[config.mk]
export PLATFORM = sky130hd
export DESIGN_NAME = pair_excl_load
export DESIGN_NICKNAME = d
export VERILOG_FILES = /design/src/rtl/pair_excl_load.sv
export SDC_FILE = /design/constraint.sdc
export NUM_CORES = 1
export LEC_CHECK = 0
export ABC_AREA = 1
export BUFFER_PORTS_ARGS = -buffer_cell sky130_fd_sc_hd__buf_2
export CORE_AREA = 5 5 201 203
export DETAILED_ROUTE_END_ITERATION = 12
export DIE_AREA = 0 0 206 208
export PLACE_DENSITY = 0.73
export SLEW_MARGIN = 20
export SYNTH_ARGS = -nofsm -noshare
export SYNTH_HDL_FRONTEND = slang
export SYNTH_SLANG_ARGS = --single-unit
[constraint.sdc]
create_clock -name clk -period 2.9 [get_ports clk]
set_input_delay 0.58 -clock clk [delete_from_list [all_inputs] [get_ports clk]]
set_output_delay 0.58 -clock clk [all_outputs]
set_load 0.005 [all_outputs]
[src/rtl/pair_excl_load.sv]
module pair_excl_load #(
  parameter int unsigned SP_ALIGN = 16,
  parameter logic [63:0] FILL = 64'hDEAD_BEEF_DEAD_BEEF
)(
  input  logic        clk,
  input  logic        rst_n,
  input  logic        in_valid,
  output logic        in_ready,
  input  logic [31:0] in_insn,
  input  logic        big_endian,
  input  logic [1:0]  overlap_mode,
  output logic [4:0]  rf_raddr,
  input  logic [63:0] rf_rdata,
  input  logic [63:0] sp_val,
  output logic        mem_req_valid,
  input  logic        mem_req_ready,
  output logic [63:0] mem_addr,
  input  logic        mem_rsp_valid,
  input  logic [63:0] mem_rsp_data,
  input  logic        mem_rsp_err,
  output logic        wr0_en,
  output logic [4:0]  wr0_idx,
  output logic [63:0] wr0_data,
  output logic        wr1_en,
  output logic [4:0]  wr1_idx,
  output logic [63:0] wr1_data,
  output logic        excl_set,
  output logic [63:0] excl_addr,
  output logic [4:0]  excl_len,
  output logic        not_mine,
  output logic        undef_fault,
  output logic        align_fault,
  output logic        mem_fault,
  output logic        done
);
  localparam logic [63:0] SP_MASK = 64'(SP_ALIGN - 1);

  typedef enum logic [1:0] {IDLE, REQ, RSP} st_t;
  st_t st;

  logic        sz_q, be_q, beat;
  logic [63:0] base_q, first_q;

  wire [4:0]  f_t   = in_insn[4:0];
  wire [4:0]  f_n   = in_insn[9:5];
  wire [4:0]  f_t2  = in_insn[14:10];
  wire        f_sz  = in_insn[30];
  wire        match = in_insn[31] && in_insn[29:23] == 7'b0010000 && in_insn[22]
                   && in_insn[21] && (&in_insn[20:16]) && in_insn[15];
  wire        use_sp   = &f_n;
  wire [63:0] base     = use_sp ? sp_val : rf_rdata;
  wire        sp_bad   = use_sp && ((sp_val & SP_MASK) != 64'd0);
  wire        overlap  = f_t == f_t2;
  wire        size_bad = f_sz ? (base[3:0] != 4'd0) : (base[2:0] != 3'd0);
  wire        accept   = in_valid && in_ready;

  assign rf_raddr      = f_n;
  assign in_ready      = st == IDLE;
  assign mem_req_valid = st == REQ;
  assign mem_addr      = beat ? base_q + 64'd8 : base_q;

  always_ff @(posedge clk) begin
    if (!rst_n) begin
      st <= IDLE;
      sz_q <= 1'b0; be_q <= 1'b0; beat <= 1'b0;
      base_q <= '0; first_q <= '0;
      wr0_en <= 1'b0; wr0_idx <= '0; wr0_data <= '0;
      wr1_en <= 1'b0; wr1_idx <= '0; wr1_data <= '0;
      excl_set <= 1'b0; excl_addr <= '0; excl_len <= '0;
      not_mine <= 1'b0; undef_fault <= 1'b0; align_fault <= 1'b0;
      mem_fault <= 1'b0; done <= 1'b0;
    end else begin
      wr0_en <= 1'b0; wr1_en <= 1'b0; excl_set <= 1'b0;
      not_mine <= 1'b0; undef_fault <= 1'b0; align_fault <= 1'b0;
      mem_fault <= 1'b0; done <= 1'b0;
      case (st)
        IDLE: if (accept) begin
          if (!match) begin
            not_mine <= 1'b1;
          end else if (overlap && overlap_mode != 2'd0) begin
            done <= 1'b1;
            undef_fault <= overlap_mode != 2'd2;
          end else if (sp_bad) begin
            align_fault <= 1'b1;
            done <= 1'b1;
          end else if (overlap) begin
            excl_set  <= 1'b1;
            excl_addr <= base;
            excl_len  <= f_sz ? 5'd16 : 5'd8;
            wr0_en    <= 1'b1;
            wr0_idx   <= f_t;
            wr0_data  <= FILL;
            done      <= 1'b1;
          end else if (size_bad) begin
            align_fault <= 1'b1;
            done <= 1'b1;
          end else begin
            excl_set  <= 1'b1;
            excl_addr <= base;
            excl_len  <= f_sz ? 5'd16 : 5'd8;
            base_q    <= base;
            sz_q      <= f_sz;
            be_q      <= big_endian;
            wr0_idx   <= f_t;
            wr1_idx   <= f_t2;
            beat      <= 1'b0;
            st        <= REQ;
          end
        end
        REQ: if (mem_req_ready) st <= RSP;
        RSP: if (mem_rsp_valid) begin
          if (mem_rsp_err) begin
            mem_fault <= 1'b1;
            done <= 1'b1;
            st <= IDLE;
          end else if (!sz_q) begin
            wr0_en   <= 1'b1;
            wr1_en   <= 1'b1;
            wr0_data <= {32'd0, be_q ? mem_rsp_data[63:32] : mem_rsp_data[31:0]};
            wr1_data <= {32'd0, be_q ? mem_rsp_data[31:0] : mem_rsp_data[63:32]};
            done <= 1'b1;
            st <= IDLE;
          end else if (!beat) begin
            first_q <= mem_rsp_data;
            beat <= 1'b1;
            st <= REQ;
          end else begin
            wr0_en   <= 1'b1;
            wr1_en   <= 1'b1;
            wr0_data <= first_q;
            wr1_data <= mem_rsp_data;
            done <= 1'b1;
            st <= IDLE;
          end
        end
        default: st <= IDLE;
      endcase
    end
  end
endmodule


==> impl_table.tex, run 1 <==
\begin{tabular}{lr}
\hline
Metric & Value \\
\hline
\multicolumn{2}{l}{\textbf{Setup path}} \\
Critical path peak fanout & 4 \\
Cells along the critical path & ha\_4 > nand3\_4 > nor2\_4 > inv\_1 > nor2\_4 > buf\_4 > nand3\_1 > xor2\_1 > buf\_2 \\
Launch point of the worst path & base\_q[4] \\
Top cell family by delay on the critical path & simple AND/OR/NAND/NOR gates \\
Stage delay of the slowest cell on the critical path & 0.38 ns \\
CP Launch Type & flip-flop \\
Worst path slowest cell & sky130\_fd\_sc\_hd\_\_dfxtp\_4 \\
CP Depth & 9 \\
Cell repeated most along the worst path & sky130\_fd\_sc\_hd\_\_nor2\_4 \\
R2r worst-path depth & 10 \\
Endpoint of the worst-slack reg-to-reg timing path & base\_q[15] \\
Data required time of the worst path & 2.32 ns \\
Worst path arrival time & 2.36 ns \\
Worst setup path end & mem\_addr[17] \\
Launch instance of the worst register-to-register path & st[1] \\
Worst setup path class & reg -> out \\
Total buffers and inverters traversed by the critical path & 3 \\
Element type at the critical path end & primary output \\
Register-to-register setup slack & 0.62 ns \\
\multicolumn{2}{l}{\textbf{Detailed routing}} \\
Drt drc & 0 \\
Routed wire length & around 67 mm \\
Per-cell via count in the routed design & 5.252 \\
Initial DRC count & 1,447 \\
Pre-antenna DRT Iters & 5 \\
Number of vias in the routed layout & around 20,000 \\
Wire per inst & 17.98 µm \\
Remaining number of nets flagged by the antenna check after routing & 0 \\
\multicolumn{2}{l}{\textbf{Clock tree}} \\
Root cell of the clock tree & sky130\_fd\_sc\_hd\_\_clkbuf\_16 \\
Max clock buf depth & 3 \\
TritonCTS Sinks & around 350 \\
Depth of the CTS H-tree & 2 \\
Clock Latency Late Sink & 0.55 ns \\
Number of buffers created by CTS & 39 \\
CTS tree & done \\
Clk pin slew, worst setup/hold paths & 0.06 ns \\
\multicolumn{2}{l}{\textbf{Min path}} \\
Worst min-delay path category & in -> reg \\
\multicolumn{2}{l}{\textbf{Place}} \\
Final HPWL from detailed placement & around 50 mm \\
Placed cell count & 3,617 \\
Routability congestion estimate & 0.9481 \\
Worst Setup Slack post-DPL & between 0.02 and 0.025 ns \\
IO buf count & 515 \\
\multicolumn{2}{l}{\textbf{Cells and area}} \\
Fraction of layout cells with a size suffix above 1 & 26.88\% \\
Net total in the final layout & 3,415 \\
Final core area utilization & between 60\% and 70\% \\
Layout overhead on the synthesized area & 30.94\% \\
Number of standard cells in the final layout excluding fillers & 3,729 \\
\multicolumn{2}{l}{\textbf{Timing}} \\
Final Hold Violating Endpoints & 0 \\
Final critical-path required period & 2.936 ns \\
Setup Viol. Count Final & 3 \\
Actual slew at the worst max-slew pin & $\sim$0.91 ns \\
Final worst hold slack & 0.2787 ns \\
Worst slew margin & about 40\% \\
RSZ-0062 raised after global routing & yes \\
Maximum operating frequency & 340.5 MHz \\
Final worst-path setup slack & -0.03650 ns \\
Setup Skew & 0.01174 ns \\
Post-route fraction of the period consumed by the critical path & 101.3\% \\
Max Transition Viols Final & 0 \\
\multicolumn{2}{l}{\textbf{GRT}} \\
First-pass GRT wire length & approximately 100 mm \\
Remaining global-route overflow & 0 \\
Antenna violations before repair & 4 \\
GRT Overall Usage & 29.43\% \\
Vias in the first global route & 18,590 \\
Largest net degree at the start of global routing & 163 \\
\multicolumn{2}{l}{\textbf{Power and ir drop}} \\
Peak supply drop & 495.0 µV \\
Leak & 0.01137 µW \\
Ratio of total power to cell area & 480.7 nW/µm² \\
Total power & approximately 11,000 µW \\
\multicolumn{2}{l}{\textbf{Synth}} \\
Sequential-to-total area share from yosys stat & just under 40\% \\
List of most frequent post-synthesis cells & sky130\_fd\_sc\_hd\_\_nand2\_1, sky130\_fd\_sc\_hd\_\_nor2\_1, sky130\_fd\_sc\_hd\_\_dfxtp\_1, sky130\_fd\_sc\_hd\_\_inv\_1, sky130\_fd\_sc\_hd\_\_o21ai\_0 \\
Syn Inst Count & 2,708 \\
Biggest area consumer among synthesized cells & sky130\_fd\_sc\_hd\_\_dfxtp\_1 \\
Number of distinct library cells after synthesis & 35 \\
Synth Warn \# & 0 \\
Most common cell in the netlist & sky130\_fd\_sc\_hd\_\_nand2\_1 \\
EDFF count, synth & 0 \\
Top\_reg\_cell synth & sky130\_fd\_sc\_hd\_\_dfxtp\_1 \\
Post-synth design cell area & 17,730 µm² \\
Cell types occupying the most area after synthesis & sky130\_fd\_sc\_hd\_\_dfxtp\_1, sky130\_fd\_sc\_hd\_\_nand2\_1, sky130\_fd\_sc\_hd\_\_nor2\_1 \\
Top-area cell type share of the netlist area & just under 40\% \\
Flops \& latches, synth & 345 \\
Async S/R FF share, synth & 0\% \\
Post-Synthesis Mean Instance Area & 6.548 µm² \\
\multicolumn{2}{l}{\textbf{Status}} \\
Status & finished, violations left \\
Failing checks & setup timing \\
\multicolumn{2}{l}{\textbf{Die}} \\
Width of the die & 206 µm \\
Number of placement rows & 72 \\
Core ar. & between 30,000 and 40,000 µm² \\
Die Outline Area & 42,850 µm² \\
Ports placed on the boundary & 519 \\
Initial standard-cell utilization of the core & 46.31\% \\
Vertical die dimension & roughly 210 µm \\
\multicolumn{2}{l}{\textbf{Flow run}} \\
\# Max-Cap Violations & 0 \\
\hline
\end{tabular}
per-layer routing:
metal  share of wire (%)  track usage (%)
met5               0.052                0
met4                 4.1            11.15
met3                 8.4            5.481
met2                  49            52.29
met1                  38            35.05
cells in the final DEF, fill, tap and decap left out, drive strengths merged, types with 3 or more instances in the layout:
cell    count
o21ai     213
clkbuf     53
nand2     598
conb        3
nor4        4
a21oi     187
dfxtp     345
nor3       50
nor2      383
bufinv      7
a31oi      32
inv       334
or2         3
mux2i      60
nand3b      3
clkinv     10
xor2       55
nand3     153
buf       616
nand4      95
cell families (layout without fill, tap and decap cells):
| kind of cell | count (synthesis) | in the layout | share of synthesized area [%] |
|---|---|---|---|
| other | 1 | 4 | 0.02115 |
| muxes | 60 | 60 | 3.387 |
| buffers and inverters | 521 | 1021 | 11.76 |
| DFF | 345 | 345 | 38.95 |
| adders and majority gates | 1 | 1 | 0.07056 |
| xor gates and xnor gates | 56 | 56 | 2.766 |
| AOI/OAI and AO/OA | 433 | 433 | 12.53 |
| and+or+nand+nor | 1291 | 1291 | 30.51 |
area by class of cell:
cell class / count / area (µm²)
Tap cell: 518 / 648.1
Clock inverter: 17 / 285.3
Multi-Input combinational cell: 1844 / 9399
Inverter: 335 / 1260
Sequential cell: 345 / 7004
Fill cell: 3635 / 15070
Antenna cell: 1 / 2.502
Timing Repair Buffer: 616 / 3487
Clock buffer: 53 / 1130
through the flow:
step                instance area, µm²    TNS, ns
floorplan                        17740          0
global placement                 20790          0
detailed placement               20790          0
CTS                              22810  -0.007262
global route                     23220    -0.8071
finish                           23220   -0.05156
worst min path at each step:
stage / startpoint / end / slack [ns] / cells past startpoint
after detailed placement: first_q[41] / first_q[41] / 0.45 / 2
final: big_endian / be_q / 0.28 / 3
after global routing: big_endian / be_q / 0.29 / 3
after CTS: big_endian / be_q / 0.26 / 3
after floorplan: first_q[39] / first_q[39] / 0.42 / 2
after global placement: first_q[43] / first_q[43] / 0.44 / 2
sequential cells by signal (all words and copies together), names as in the netlist, 2 cells and up:
name and count:
wr1_idx 5, excl_addr 64, first_q 64, wr0_idx 5, excl_len 2, base_q 64
wr1_data 64, wr0_data 64, st 2
power breakdown:
part           switching, µW  internal, µW  leakage, µW
logic                    606           329      0.00787
clock network           2070          3360     0.000695
registers               25.6          4770      0.00281
worst register-to-register path, stage by stage, from the launching register on:
cell                      delay (ns)
sky130_fd_sc_hd__dfxtp_1        0.37
sky130_fd_sc_hd__nor2_4         0.28
sky130_fd_sc_hd__nand2_2        0.14
sky130_fd_sc_hd__inv_2          0.10
sky130_fd_sc_hd__nand3_1        0.15
sky130_fd_sc_hd__inv_2          0.42
sky130_fd_sc_hd__nand3_2        0.17
sky130_fd_sc_hd__buf_12         0.23
sky130_fd_sc_hd__nand2_1        0.18
sky130_fd_sc_hd__inv_1          0.05
sky130_fd_sc_hd__nor2_1         0.13
what timing repair did:
item / in CTS / in global routing
hold buffers: 0 / 0
endpoints found under the setup margin: 41 / 38
pin swaps: 24 / 36
endpoints found under the hold margin: 0 / 0
resized for setup: 108 / 92
buffers inserted: 25 / 16
No activity file was read; power rests on OpenSTA's default activity.
==> run 2, diff against run 1 <==
--- a/config.mk
+++ b/config.mk
@@ -6,11 +6,10 @@
 export NUM_CORES = 1
 export LEC_CHECK = 0
 export ABC_AREA = 1
-export BUFFER_PORTS_ARGS = -buffer_cell sky130_fd_sc_hd__buf_2
-export CORE_AREA = 5 5 201 203
+export CORE_AREA = 5 5 197 199
 export DETAILED_ROUTE_END_ITERATION = 12
-export DIE_AREA = 0 0 206 208
-export PLACE_DENSITY = 0.73
+export DIE_AREA = 0 0 202 204
+export DONT_BUFFER_PORTS = 1
 export SLEW_MARGIN = 20
 export SYNTH_ARGS = -nofsm -noshare
 export SYNTH_HDL_FRONTEND = slang
==> run 2 against run 1 <==
Clock power decreased by 6.1%. Clock skew is 0.0020 ns lower. Final cell count fell by 16%. Global-route usage fell by 0.11 points. Worst hold slack got worse by 0.13 ns. The flow now finishes without violations. Via count shrank 13%. Critical endpoint is now mem_addr[57]. Non-clock buffer count is 564 lower. Wire length down 4.9%. Setup slack better by 0.11 ns. First-iteration DRC count shrank 19%.
==> impl_table.tex, run 2 (same netlist as run 1, synthesis figures left out) <==
\begin{tabular}{lr}
\hline
Metric & Value \\
\hline
\multicolumn{2}{l}{\textbf{Clock tree}} \\
Root cell of the clock tree & sky130\_fd\_sc\_hd\_\_clkbuf\_16 \\
Max clock buf depth & 3 (unchanged) \\
Depth of the CTS H-tree & 2 (unchanged) \\
Clk pin slew, worst setup/hold paths & 0.06 ns (about the same) \\
CTS tree & done \\
TritonCTS Sinks & 345 (unchanged) \\
Clock Latency Late Sink & 0.55 ns (about the same) \\
Number of buffers created by CTS & 39 (unchanged) \\
Post-CTS Hold Buffers & 0 (unchanged) \\
\multicolumn{2}{l}{\textbf{Detailed routing}} \\
Pre-antenna DRT Iters & 7 (+2) \\
Routed wire length & 63.73 mm (-4.9\%) \\
Drt drc & 0 (unchanged) \\
Remaining number of nets flagged by the antenna check after routing & 0 (unchanged) \\
Initial DRC count & 1,168 (-19\%) \\
Number of vias in the routed layout & 17,090 (-13\%) \\
Wire per inst & 20.42 µm (+14\%) \\
Per-cell via count in the routed design & 5.475 (+4.2\%) \\
\multicolumn{2}{l}{\textbf{Timing}} \\
Final critical-path required period & 2.826 ns (-0.1108 ns) \\
RSZ-0062 raised after global routing & yes \\
Setup TNS after final layout & 0 ns (+0.05156 ns) \\
Setup Viol. Count Final & 0 (-3) \\
Final Hold Violating Endpoints & 0 (unchanged) \\
Actual slew at the worst max-slew pin & 0.9039 ns (-0.003580 ns) \\
Worst slew margin & 39.74\% (+0.24 points) \\
Setup Skew & 0.009720 ns (-0.002015 ns) \\
Post-route fraction of the period consumed by the critical path & 97.44\% (-3.8 points) \\
Maximum operating frequency & 353.9 MHz (+3.9\%) \\
Max Transition Viols Final & 0 (unchanged) \\
\multicolumn{2}{l}{\textbf{Power and ir drop}} \\
Ratio of total power to cell area & 528.0 nW/µm² (+9.9\%) \\
Peak supply drop & 467.3 µV (-5.6\%) \\
Leak & 0.008444 µW (-26\%) \\
Total power & 10,490 µW (-6.0\%) \\
Switching power of the nets & 2466 µW (-8.6\%) \\
Cell internal pwr & 8025 µW (-5.2\%) \\
Relative contribution of sequential cells to total power & 46.0\% (+3.1 points) \\
Relative contribution of combinational cells to total power & 5.4\% (-3.0 points) \\
Portion of total power attributed to the clock network & 48.6\% (about the same) \\
Switching Share & 23.50\% (-0.68 points) \\
\multicolumn{2}{l}{\textbf{Cells and area}} \\
Net total in the final layout & 2,851 (-17\%) \\
Most common cell after layout, fill and taps aside & sky130\_fd\_sc\_hd\_\_nand2\_1 \\
Fraction of layout cells with a size suffix above 1 & 9.005\% (-18 points) \\
Layout overhead on the synthesized area & 12.05\% \\
Commonest cells after routing, fill and taps aside & sky130\_fd\_sc\_hd\_\_nand2\_1, sky130\_fd\_sc\_hd\_\_nor2\_1, sky130\_fd\_sc\_hd\_\_dfxtp\_1 \\
Number of fillers in the final layout & 3,714 (+2.2\%) \\
Number of standard cells in the final layout excluding fillers & 3,121 (-16\%) \\
\multicolumn{2}{l}{\textbf{GRT}} \\
Largest net degree at the start of global routing & 305 (+87\%) \\
Antenna violations before repair & 5 (+1) \\
Vias in the first global route & 16,150 (-13\%) \\
Remaining global-route overflow & 0 (unchanged) \\
GRT Overall Usage & 29.32\% (-0.11 points) \\
First-pass GRT wire length & 95.42 mm (-6.6\%) \\
\multicolumn{2}{l}{\textbf{Die}} \\
Core ar. & 37,040 µm² (-3.2\%) \\
Die Outline Area & 41,210 µm² (-3.8\%) \\
Ports placed on the boundary & 519 (unchanged) \\
Number of placement rows & 71 (-1.4\%) \\
Vertical die dimension & 204 µm (-1.9\%) \\
Width of the die & 202 µm (-1.9\%) \\
Initial standard-cell utilization of the core & 47.86\% (+1.6 points) \\
\multicolumn{2}{l}{\textbf{Place}} \\
IO buf count & 0 (-100\%) \\
Routability congestion estimate & 0.9200 (-3.0\%) \\
Final HPWL from detailed placement & 46.58 mm (-5.6\%) \\
Placed cell count & 3,041 (-16\%) \\
\multicolumn{2}{l}{\textbf{Setup path}} \\
Worst setup path class & reg -> out \\
Stage delay of the slowest cell on the critical path & 0.43 ns (+0.05 ns) \\
Cells along the critical path & nand4\_1 > nor4\_2 > nand3\_2 > nor2\_1 > buf\_4 > nand3\_1 > nand2\_1 \\
CP Launch Type & flip-flop \\
Element type at the critical path end & primary output \\
Top cell family by delay on the critical path & simple AND/OR/NAND/NOR gates \\
Worst path arrival time & 2.25 ns (-0.11 ns) \\
Worst path slowest cell & sky130\_fd\_sc\_hd\_\_dfxtp\_1 \\
Critical path peak fanout & 5 (+1) \\
Total buffers and inverters traversed by the critical path & 1 (-2) \\
Data required time of the worst path & 2.32 ns (about the same) \\
\multicolumn{2}{l}{\textbf{Flow run}} \\
\# Max-Cap Violations & 0 (unchanged) \\
\multicolumn{2}{l}{\textbf{Status}} \\
Status & finished clean \\
\multicolumn{2}{l}{\textbf{Min path}} \\
Worst min-delay path category & in -> reg \\
\hline
\end{tabular}
-- run 2: cell count changes in the layout (fill, tap and decap cells not counted), moves of 5 or more --
cell / delta
sky130_fd_sc_hd__nand2_4: -5
sky130_fd_sc_hd__dfxtp_2: -7
sky130_fd_sc_hd__dfxtp_1: +21
sky130_fd_sc_hd__inv_1: +11
sky130_fd_sc_hd__dfxtp_4: -14
sky130_fd_sc_hd__buf_2: -514
sky130_fd_sc_hd__buf_4: -48
sky130_fd_sc_hd__nand2_1: +16
sky130_fd_sc_hd__nor2_1: +6
sky130_fd_sc_hd__nand3_4: -5
sky130_fd_sc_hd__inv_2: -9
sky130_fd_sc_hd__nand2_2: -11
-- run 2: worst reg2reg max path, delay by kind of cell (launching register included) --
| kind | cells | cell delay [ns] |
|---|---|---|
| AOI/OAI and AO/OA | 2 | 0.36 |
| buffers and inverters | 4 | 0.92 |
| DFF | 1 | 0.41 |
| and+or+nand+nor | 3 | 0.50 |
-- run 2: path summary, 6_finish.rpt --
kind / to / start / slack, ns / cells after the start
setup / recovery: mem_addr[57] / base_q[28] / 0.07 / 7
hold / removal: undef_fault / overlap_mode[0] / 0.15 / 2
setup reg to reg: first_q[45] / st[0] / 0.64 / 9
hold reg to reg: first_q[58] / first_q[58] / 0.45 / 2
-- run 2: what timing repair did --
| action | in CTS | in global routing |
|---|---|---|
| pin swaps | 10 | 12 |
| gates resized for setup | 55 | 56 |
| endpoints found under the setup margin | 34 | 37 |
| buffers inserted | 4 | 5 |
-- run 2: power groups by stage --
stage                     logic (µW)  registers [µW]  clock network, µW
after floorplan                  483            4910                  0
after global placement           555            4940                  0
after detailed placement         566            4940                  0
after CTS                        567            4830               5200
after global routing             640            4830               5410
final                            565            4830               5100
-- run 2: routing by layer --
layer	vias to the layer above	part of all wire [%]	track usage (%)	routed length, µm
met3	126	8.6	8.426	5466
met4	2	4.3	12.48	2764
met5	-	0.020	0	13
met1	7873	38	33.69	24030
li1	8431	-	-	-
met2	656	49	51.15	31450
-- run 2: metrics by stage --
| stage | hold slack [ns] | util [%] | setup slack (ns) | instance area (µm²) |
|---|---|---|---|---|
| 3_5_place_dp | 0.4415 | 48.64 | 0.2942 | 18020 |
| 6_report | 0.1526 | 53.63 | 0.07435 | 19870 |
| 2_1_floorplan | 0.4244 | - | 0.6490 | 17740 |
| 5_1_grt | 0.1495 | 53.63 | -0.06150 | 19870 |
| 4_1_cts | 0.1171 | 52.91 | -0.0005795 | 19600 |
| 3_3_place_gp | 0.4377 | 48.64 | 0.2663 | 18020 |
-- run 2: final cells by class --
type                    instances  area (µm²)  area share, %
multi-input cells            1844        9235          46.48
flip-flops and latches        345        6943          34.95
inverters                     335        1257          6.329
clock buffers                  56        1131          5.693
well taps                     474       593.1          2.985
repair buffers                 52       528.0          2.658
clock inverters                11       170.2         0.8565
diodes                          4       10.01        0.05038
==> run 3, diff against run 2 <==
--- a/config.mk
+++ b/config.mk
@@ -5,10 +5,9 @@
 export SDC_FILE = /design/constraint.sdc
 export NUM_CORES = 1
 export LEC_CHECK = 0
-export ABC_AREA = 1
-export CORE_AREA = 5 5 197 199
+export CORE_AREA = 5 5 201 203
 export DETAILED_ROUTE_END_ITERATION = 12
-export DIE_AREA = 0 0 202 204
+export DIE_AREA = 0 0 206 208
 export DONT_BUFFER_PORTS = 1
 export SLEW_MARGIN = 20
 export SYNTH_ARGS = -nofsm -noshare
==> run 3 against run 2 <==
The flow now finishes with violations (setup timing). Synthesized cell count shrank 33%. Design area is 8.2% lower. Non-clock buffer count increased by 42. Critical endpoint is now mem_addr[63].
==> impl_table.tex, run 3 <==
\begin{tabular}{lr}
\hline
Metric & Value \\
\hline
\multicolumn{2}{l}{\textbf{Setup path}} \\
Stage delay of the slowest cell on the critical path & 0.51 ns (+0.08 ns) \\
Worst setup path class & reg -> out \\
Data required time of the worst path & 2.32 ns (about the same) \\
Worst path slowest cell & sky130\_fd\_sc\_hd\_\_or4\_4 \\
Critical path peak fanout & 5 (unchanged) \\
Cells along the critical path & nand3\_1 > nand2b\_4 > or4\_4 > nor3\_4 > nand3\_2 > xnor2\_2 > buf\_4 \\
CP Launch Type & flip-flop \\
Worst path arrival time & 2.45 ns (+0.20 ns) \\
Element type at the critical path end & primary output \\
\multicolumn{2}{l}{\textbf{GRT}} \\
Remaining global-route overflow & 0 (unchanged) \\
GRT Overall Usage & 22.38\% (-6.9 points) \\
Vias in the first global route & 12,640 (-22\%) \\
First-pass GRT wire length & 76.51 mm (-20\%) \\
Largest net degree at the start of global routing & 246 (-19\%) \\
Antenna violations before repair & 9 (+4) \\
\multicolumn{2}{l}{\textbf{Clock tree}} \\
Clk pin slew, worst setup/hold paths & 0.05 ns (about the same) \\
CTS tree & done \\
Root cell of the clock tree & sky130\_fd\_sc\_hd\_\_clkbuf\_16 \\
TritonCTS Sinks & 345 (unchanged) \\
Depth of the CTS H-tree & 2 (unchanged) \\
Number of buffers created by CTS & 38 (-2.6\%) \\
Max clock buf depth & 3 (unchanged) \\
Clock Latency Late Sink & 0.55 ns (about the same) \\
\multicolumn{2}{l}{\textbf{Detailed routing}} \\
Number of vias in the routed layout & 13,080 (-23\%) \\
Pre-antenna DRT Iters & 5 (-2) \\
Initial DRC count & 631 (-46\%) \\
Wire per inst & 21.98 µm (+7.7\%) \\
Per-cell via count in the routed design & 5.570 (+1.7\%) \\
Drt drc & 0 (unchanged) \\
Routed wire length & 51.61 mm (-19\%) \\
Remaining number of nets flagged by the antenna check after routing & 0 (unchanged) \\
\multicolumn{2}{l}{\textbf{Synth}} \\
Sequential-to-total area share from yosys stat & 44.75\% (+5.8 points) \\
Most common cell in the netlist & sky130\_fd\_sc\_hd\_\_nand2\_1 \\
Number of distinct library cells after synthesis & 53 (+51\%) \\
Cell types occupying the most area after synthesis & sky130\_fd\_sc\_hd\_\_dfxtp\_1, sky130\_fd\_sc\_hd\_\_nand2\_1, sky130\_fd\_sc\_hd\_\_mux2i\_1 \\
Async S/R FF share, synth & 0\% (unchanged) \\
Top\_reg\_cell synth & sky130\_fd\_sc\_hd\_\_dfxtp\_1 \\
Post-Synthesis Mean Instance Area & 8.453 µm² (+29\%) \\
Top-area cell type share of the netlist area & 44.75\% (+5.8 points) \\
List of most frequent post-synthesis cells & sky130\_fd\_sc\_hd\_\_nand2\_1, sky130\_fd\_sc\_hd\_\_dfxtp\_1, sky130\_fd\_sc\_hd\_\_a21oi\_1, sky130\_fd\_sc\_hd\_\_clkbuf\_1, sky130\_fd\_sc\_hd\_\_o21ai\_0 \\
Flops \& latches, synth & 345 (unchanged) \\
Post-synth design cell area & 15,430 µm² (-13\%) \\
Biggest area consumer among synthesized cells & sky130\_fd\_sc\_hd\_\_dfxtp\_1 \\
Synth Warn \# & 0 (unchanged) \\
Syn Inst Count & 1,826 (-33\%) \\
EDFF count, synth & 0 (unchanged) \\
\multicolumn{2}{l}{\textbf{Timing}} \\
RSZ-0062 raised after global routing & yes \\
Actual slew at the worst max-slew pin & 1.017 ns (+0.1128 ns) \\
Post-route fraction of the period consumed by the critical path & 104.5\% (+7.1 points) \\
Max Transition Viols Final & 0 (unchanged) \\
Final worst hold slack & 0.1547 ns (+0.002178 ns) \\
Setup Viol. Count Final & 23 (+23) \\
Final Hold Violating Endpoints & 0 (unchanged) \\
Final worst-path setup slack & -0.1317 ns (-0.2060 ns) \\
Setup Skew & 0.01051 ns (+0.0007935 ns) \\
Final critical-path required period & 3.032 ns (+0.2060 ns) \\
Maximum operating frequency & 329.9 MHz (-6.8\%) \\
Worst slew margin & 32.22\% (-7.5 points) \\
\multicolumn{2}{l}{\textbf{Power and ir drop}} \\
Peak supply drop & 460.4 µV (-1.5\%) \\
Ratio of total power to cell area & 539.8 nW/µm² (+2.2\%) \\
Leak & 0.007006 µW (-17\%) \\
\multicolumn{2}{l}{\textbf{Cells and area}} \\
Layout overhead on the synthesized area & 18.20\% \\
Fraction of layout cells with a size suffix above 1 & 18.94\% (+9.9 points) \\
Number of standard cells in the final layout excluding fillers & 2,348 (-25\%) \\
Final Instance Area & 18,240 µm² (-8.2\%) \\
Net total in the final layout & 2,038 (-29\%) \\
Commonest cells after routing, fill and taps aside & sky130\_fd\_sc\_hd\_\_nand2\_1, sky130\_fd\_sc\_hd\_\_dfxtp\_1, sky130\_fd\_sc\_hd\_\_a21oi\_1 \\
Most common cell after layout, fill and taps aside & sky130\_fd\_sc\_hd\_\_nand2\_1 \\
\multicolumn{2}{l}{\textbf{Die}} \\
Ports placed on the boundary & 519 (unchanged) \\
Die Outline Area & 42,850 µm² (+4.0\%) \\
Initial standard-cell utilization of the core & 40.31\% (-7.5 points) \\
Vertical die dimension & 208 µm (+2.0\%) \\
Width of the die & 206 µm (+2.0\%) \\
Core ar. & 38,290 µm² (+3.4\%) \\
Number of placement rows & 72 (+1.4\%) \\
\multicolumn{2}{l}{\textbf{Min path}} \\
Worst min-delay path category & in -> reg \\
\multicolumn{2}{l}{\textbf{Place}} \\
Final HPWL from detailed placement & 36.60 mm (-21\%) \\
Placed cell count & 2,244 (-26\%) \\
Post-DP Area & 16,040 µm² (-11\%) \\
Routability congestion estimate & 0.8170 (-11\%) \\
IO buf count & 0 (unchanged) \\
\multicolumn{2}{l}{\textbf{Status}} \\
Failing checks & setup timing \\
Status & finished, violations left \\
\multicolumn{2}{l}{\textbf{Flow run}} \\
\# Max-Cap Violations & 0 (unchanged) \\
\hline
\end{tabular}
==> run 3: critical path: cells and delay by family, from the launching register on <==
family / cells / cell delay [ns]
XOR/XNOR: 1 / 0.17
AND/OR/NAND/NOR: 5 / 1.18
flip-flops: 1 / 0.43
buffers and inverters: 1 / 0.13
==> run 3: stage by stage <==
stage | util (%) | TNS (ns) | worst slack, ns | power, µW
2_1_floorplan | - | 0 | 0.2313 | 5102
3_3_place_gp | 41.90 | 0 | 0.01938 | 5117
3_5_place_dp | 41.90 | -0.04610 | -0.008603 | 5120
6_report | 47.65 | -1.430 | -0.1317 | 9848
4_1_cts | 46.58 | -0.7091 | -0.1678 | 9956
5_1_grt | 47.64 | -4.365 | -0.2233 | 10160
==> run 3: what timing repair did <==
item | CTS | global route
endpoints found under the setup margin | 36 | 31
gates resized for setup | 89 | 59
pin swaps | 32 | 29
hold buffers | 0 | 0
buffers inserted | 29 | 9
==> run 3: layer usage <==
layer,part of all wire (%),GRT usage [%],up-vias
li1,-,-,6277
met1,39,25.42,6252
met2,48,38.11,447
met3,10,9.125,93
met4,3.0,7.412,10
met5,0.13,0,-
==> run 3: layout make-up <==
cell class                      instances  area (µm²)
Tap cell                              518       648.1
Clock buffer                           55        1126
Inverter                               13       53.80
Sequential cell                       345        6973
Antenna cell                            3       7.507
Timing Repair Buffer                   94       859.6
Multi-Input combinational cell       1312        8459
Clock inverter                          8       116.4
Fill cell                            3646       20040
==> run 3: kinds of logic after synthesis <==
kind of cell    Yosys count  share of synthesized area (%)
fa+ha+maj                 1                        0.08105
simple gates            681                          18.99
compound gates          394                          16.42
mux                     168                          11.41
buf+inv                 171                          4.629
flops                   345                          44.75
xor+xnor                 65                          3.688
other cells               1                        0.02430
==> run 3: where the power goes <==
group	internal [µW]	total [µW]	switching, µW
clock network	2870	4840	1970
registers	4730	4730	0.438
logic	105	273	168
==> run 3: worst paths after layout <==
kind                                 startpoint            to  slack [ns]  cells past startpoint
worst max-delay path                 base_q[40]  mem_addr[63]       -0.13                      7
worst min-delay path            overlap_mode[0]   undef_fault        0.15                      2
worst max register to register            st[1]  wr1_data[13]        0.49                      7
worst min register to register      first_q[26]   first_q[26]        0.45                      2
